File: src/rtl/smram_pkg.sv
package smram_pkg;

  // Stored decode configuration
  typedef struct packed {
    logic open;
    logic lock;
  } smram_cfg_t;

  localparam int unsigned CFG_FIELDS = 2;

endpackage

File: src/rtl/smram_cfg_reg.sv
module smram_cfg_reg
  import smram_pkg::*;
#(
  parameter int unsigned CFG_W    = 8,
  parameter int unsigned OPEN_BIT = 6,
  parameter int unsigned LOCK_BIT = 4
) (
  input  logic             clk,
  input  logic             rst_n,
  input  logic             wr_en,
  input  logic [CFG_W-1:0] wr_data,
  output logic [CFG_W-1:0] rd_data,
  output smram_cfg_t       cfg
);

  smram_cfg_t cfg_q;
  smram_cfg_t cfg_d;
  logic       upd_en;

  // Writes only land while unlocked; lock forces open low
  assign upd_en = wr_en & ~cfg_q.lock;

  always_comb begin
    cfg_d      = cfg_q;
    cfg_d.lock = wr_data[LOCK_BIT];
    cfg_d.open = wr_data[OPEN_BIT] & ~wr_data[LOCK_BIT];
  end

  always_ff @(posedge clk or negedge rst_n) begin
    if (!rst_n) begin
      cfg_q <= '0;
    end else if (upd_en) begin
      cfg_q <= cfg_d;
    end
  end

  assign cfg = cfg_q;

  // Read-back: only the two defined fields, zeros elsewhere
  for (genvar b = 0; b < CFG_W; b++) begin : g_rd
    if (b == OPEN_BIT) begin : g_open
      assign rd_data[b] = cfg_q.open;
    end else if (b == LOCK_BIT) begin : g_lock
      assign rd_data[b] = cfg_q.lock;
    end else begin : g_zero
      assign rd_data[b] = 1'b0;
    end
  end

  // once locked, the configuration never changes
  a_r9_lock_freezes: assert property (@(posedge clk) disable iff (!rst_n)
    cfg_q.lock |=> $stable(cfg_q));

  // the cycle the lock appears, open is already clear
  a_r8_lock_clears_open: assert property (@(posedge clk) disable iff (!rst_n)
    $rose(cfg_q.lock) |-> !cfg_q.open);

  // nothing moves without a write strobe
  a_r7_no_spurious_update: assert property (@(posedge clk) disable iff (!rst_n)
    !wr_en |=> $stable(cfg_q));

endmodule

File: src/rtl/smram_window_cmp.sv
module smram_window_cmp #(
  parameter int unsigned ADDR_W   = 32,
  parameter longint unsigned WIN_BASE = 64'h000A_0000,
  parameter longint unsigned WIN_SIZE = 64'h0002_0000
) (
  input  logic [ADDR_W-1:0] addr,
  output logic              in_win
);

  localparam longint unsigned WIN_LAST = WIN_BASE + WIN_SIZE - 1;
  localparam logic [ADDR_W-1:0] LO = ADDR_W'(WIN_BASE);
  localparam logic [ADDR_W-1:0] HI = ADDR_W'(WIN_LAST);

  logic ge_lo;
  logic le_hi;

  assign ge_lo  = (addr >= LO);
  assign le_hi  = (addr <= HI);
  assign in_win = ge_lo & le_hi;

endmodule

File: src/rtl/smram_route.sv
module smram_route
  import smram_pkg::*;
(
  input  logic       clk,
  input  logic       rst_n,
  input  logic       in_win,
  input  logic       smm,
  input  smram_cfg_t cfg,
  output logic       route_dram
);

  logic non_smm_ok;

  // Non-SMM access reaches DRAM only while the window is open
  assign non_smm_ok = cfg.open;
  assign route_dram = ~in_win | smm | non_smm_ok;

  // system-management accesses always reach DRAM
  a_r2_smm_to_dram: assert property (@(posedge clk) disable iff (!rst_n)
    (in_win && smm) |-> route_dram);

  // closed window sends normal-mode accesses to the bus
  a_r3_closed_to_bus: assert property (@(posedge clk) disable iff (!rst_n)
    (in_win && !smm && !cfg.open) |-> !route_dram);

  // open window lets normal-mode accesses reach DRAM
  a_r4_open_to_dram: assert property (@(posedge clk) disable iff (!rst_n)
    (in_win && cfg.open) |-> route_dram);

endmodule

File: src/rtl/smram_decode.sv
module smram_decode
  import smram_pkg::*;
#(
  parameter int unsigned     ADDR_W   = 32,
  parameter int unsigned     CFG_W    = 8,
  parameter int unsigned     OPEN_BIT = 6,
  parameter int unsigned     LOCK_BIT = 4,
  parameter longint unsigned WIN_BASE = 64'h000A_0000,
  parameter longint unsigned WIN_SIZE = 64'h0002_0000
) (
  input  logic              clk,
  input  logic              rst_n,
  input  logic              cfg_wr_en,
  input  logic [CFG_W-1:0]  cfg_wr_data,
  output logic [CFG_W-1:0]  cfg_rd_data,
  input  logic [ADDR_W-1:0] acc_addr,
  input  logic              acc_smm,
  output logic              route_dram
);

  localparam logic [ADDR_W-1:0] WIN_LO = ADDR_W'(WIN_BASE);
  localparam logic [ADDR_W-1:0] WIN_HI = ADDR_W'(WIN_BASE + WIN_SIZE - 1);

  smram_cfg_t cfg;
  logic       in_win;

  smram_cfg_reg #(
    .CFG_W    (CFG_W),
    .OPEN_BIT (OPEN_BIT),
    .LOCK_BIT (LOCK_BIT)
  ) u_cfg (
    .clk     (clk),
    .rst_n   (rst_n),
    .wr_en   (cfg_wr_en),
    .wr_data (cfg_wr_data),
    .rd_data (cfg_rd_data),
    .cfg     (cfg)
  );

  smram_window_cmp #(
    .ADDR_W   (ADDR_W),
    .WIN_BASE (WIN_BASE),
    .WIN_SIZE (WIN_SIZE)
  ) u_cmp (
    .addr   (acc_addr),
    .in_win (in_win)
  );

  smram_route u_route (
    .clk        (clk),
    .rst_n      (rst_n),
    .in_win     (in_win),
    .smm        (acc_smm),
    .cfg        (cfg),
    .route_dram (route_dram)
  );

  // addresses outside the window always go to DRAM
  a_r5_outside_dram: assert property (@(posedge clk) disable iff (!rst_n)
    ((acc_addr < WIN_LO) || (acc_addr > WIN_HI)) |-> route_dram);

  // a locked register never reports the window open
  a_r9_locked_closed: assert property (@(posedge clk) disable iff (!rst_n)
    cfg_rd_data[LOCK_BIT] |-> !cfg_rd_data[OPEN_BIT]);

endmodule

File: config.mk
export PLATFORM = sky130hd
export DESIGN_NAME = smram_decode
export DESIGN_NICKNAME = d
export VERILOG_FILES = /design/src/rtl/smram_pkg.sv /design/src/rtl/smram_cfg_reg.sv /design/src/rtl/smram_window_cmp.sv /design/src/rtl/smram_route.sv /design/src/rtl/smram_decode.sv
export SDC_FILE = /design/constraint.sdc
export NUM_CORES = 1
export LEC_CHECK = 0
export BUFFER_PORTS_ARGS = -buffer_cell sky130_fd_sc_hd__buf_4
export CAP_MARGIN = 10
export CELL_PAD_IN_SITES_DETAIL_PLACEMENT = 0
export CELL_PAD_IN_SITES_GLOBAL_PLACEMENT = 1
export CORE_MARGIN = 3
export CORE_UTILIZATION = 10
export DETAILED_ROUTE_END_ITERATION = 12
export HOLD_SLACK_MARGIN = 0.06
export PLACE_DENSITY_LB_ADDON = 0.12
export RECOVER_POWER = 100
export REMOVE_ABC_BUFFERS = 1
export SLEW_MARGIN = 20
export SYNTH_ARGS = -nofsm -noshare
export SYNTH_HDL_FRONTEND = slang
export SYNTH_HIERARCHICAL = 1
export SYNTH_SLANG_ARGS = --single-unit
File: constraint.sdc
create_clock -name clk -period 0.9 [get_ports clk]
set_input_delay 0.045 -clock clk [delete_from_list [all_inputs] [get_ports clk]]
set_output_delay 0.045 -clock clk [all_outputs]
set_load 0.05 [all_outputs]
==> flow_metrics.tcl <==
set metrics [dict create \
    run_status "finished with violations" \
    violations "setup timing" \
    post_cts_buffers 0 \
    vias 233 \
    areaGrowthSynthToFinish_pct 142 \
    drc 0 \
    crit_fanout 1 \
    ys_seq_area_frac 0.242 \
    hold_viol_final 0 \
    drt-pass1-iter-count 1 \
    start_kind "primary input" \
    report.final.slew_viol_count 0 \
    ios 53 \
    dp_hpwl_um 633 \
    fp.dieH_um 51.4 \
    cts_buffers 3 \
    routed_wl_um 728 \
    ctsLongestPathBuffers 2 \
    min_period_ns 1.19 \
    p_leak_nw 0.233 \
    insertion_delay_ns 0.22 \
    final_cells 74 \
    gr-usage-all-layers 0.0561 \
    grt_start_max_net_pins 3 \
    rsz0062_at_grt "true" \
    rows 15 \
    layout_setup_ws_ns -0.289 \
    arrival_ns 1.14 \
    cts_tree "yes" \
    viasPerCell 3.15 \
    fmax_mhz 841 \
    wl_per_cell_um 9.84 \
    yosysTopAreaCell "buf_4" \
    finalSetupViolCount 4 \
    avgSynthCellArea_um2 9.83 \
    power_mw 0.533 \
    cp-end-kind "output pin" \
    drive_gt1_frac 0.694 \
    cts-root-buf "clkbuf_4" \
    io_buffer_count 23 \
    worstHoldPathType "in -> async" \
    clock-sinks 2 \
    ys_types 12 \
    antenna_left 0 \
    core_area_um2 1840 \
    h-tree-depth 1 \
    grt_pass1_wl_um 1030 \
    dieArea_um2 2650 \
    fin_nets 95 \
    num_antenna_cells 0 \
    totalNegativeSetupSlack_ns -0.372 \
    crit_type "in -> out" \
    drt_iter0_markers 0 \
    die_width_um 51.4 \
    synthTopCellsByArea "buf_4 29%, dfrtp_1 24%, mux2_4 7.3%, nor4b_2 7.3%, nor4_1 6.1%" \
    timing.final.crit_share 1.32 \
    cellPowerDensity_nw_per_um2 1070 \
    grt_overflow 0 \
    place_congestion 0.647 \
    required_ns 0.85 \
    largest_reg_flops 2 \
    ys_ff_latch 2 \
    yosys_warnings 6 \
    start_util 0.112 \
    syn-cell-area_um2 206 \
    ir_drop_mv 0.449 \
    dp.cells 68 \
    netlist_instances 21 \
    grt_pass1_vias 252 \
    antenna_found_initial 0 \
    maxCapViolations 0 \
    synth_top_area_share 0.291 \
    skew_ns 0.00315 \
    path_clk_slew_ns 0.03 \
]
## per-stage QoR
stage	worst slack (ns)	utilization	instance area (um^2)	hold slack (ns)
global placement	-0.374	0.209	384	-0.170
global route	-0.324	0.271	499	0.175
finish	-0.289	0.271	499	0.147
CTS	-0.284	0.251	462	0.136
detailed placement	-0.324	0.209	384	-0.170
floorplan	-0.334	-	165	-0.251
## Yosys cell counts, drive strengths merged
master  count
nor3b       1
nor4b       1
and2b       1
buf         8
dfrtp       2
or3b        1
nor2b       1
and4        1
a21o        1
conb        1
mux2        1
nor4        2
## power by group
group          switching, mW  total, mW  internal [mW]
Clock                 0.0487      0.195          0.147
Combinational          0.124      0.235          0.110
Sequential           0.00478      0.103         0.0986
## worst max-delay path: stages
cell and delay, ns:
buf_4 0.11, nor4_2 0.24, and4_1 0.21, or3b_4 0.38, buf_8 0.16
## cell type report
class / instances / area, um^2
fill: 211 / 1340
timing repair buffer: 28 / 248
multi-input combinational: 16 / 148
sequential: 2 / 50.0
tap: 25 / 31.3
clock buffer: 3 / 22.5
## cell usage in the layout (no fill, tap or decap)
| cell | instances |
|---|---|
| and2b_1 | 1 |
| buf_4 | 16 |
| clkbuf_1 | 1 |
| conb_1 | 6 |
| or3b_4 | 1 |
| mux2_4 | 1 |
| nor4_4 | 1 |
| clkbuf_4 | 4 |
| nor3b_1 | 1 |
| a21o_2 | 1 |
| dlygate4sd3_1 | 3 |
| nor4b_4 | 1 |
| dfrtp_1 | 2 |
| buf_6 | 5 |
| nor4_2 | 1 |
| buf_8 | 2 |
| and4_1 | 1 |
| nor2b_2 | 1 |
## logic make-up after synthesis
| family | synth area share |
|---|---|
| mux | 0.0727 |
| buf+inv | 0.291 |
| compound gates | 0.0424 |
| flops | 0.242 |
| simple gates | 0.333 |
| other cells | 0.0182 |
## layer usage
metal | vias up | GRT usage | share of wire | routed length [um]
met5 | - | 0 | 0 | 0
met4 | 0 | 0.0393 | 0.026 | 19
met3 | 2 | 0.0321 | 0.067 | 49
met2 | 11 | 0.108 | 0.63 | 462
met1 | 102 | 0.0385 | 0.27 | 197
li1 | 118 | - | - | -
## final timing paths
check / start / endpoint / slack, ns / cells past startpoint
max: acc_addr[24] / route_dram / -0.29 / 5
min: rst_n / u_cfg/cfg[1] / 0.15 / 2
max reg2reg: u_cfg/cfg[0] / u_cfg/cfg[1] / -0.04 / 2
min reg2reg: u_cfg/cfg[0] / u_cfg/cfg[0] / 0.58 / 2
max in group asynchronous: rst_n / u_cfg/cfg[0] / 0.62 / 2
min in group clk: cfg_wr_data[6] / u_cfg/cfg[1] / 0.18 / 3
## timing repair
action | in CTS | in global routing
gates cloned | 0 | 0
hold endpoints to repair | 3 | 0
pin swaps | 2 | 3
gates resized for setup | 6 | 8
hold buffers | 3 | 0
endpoints found under the setup margin | 4 | 4
Note: power is estimated with default switching activity, not from simulation.
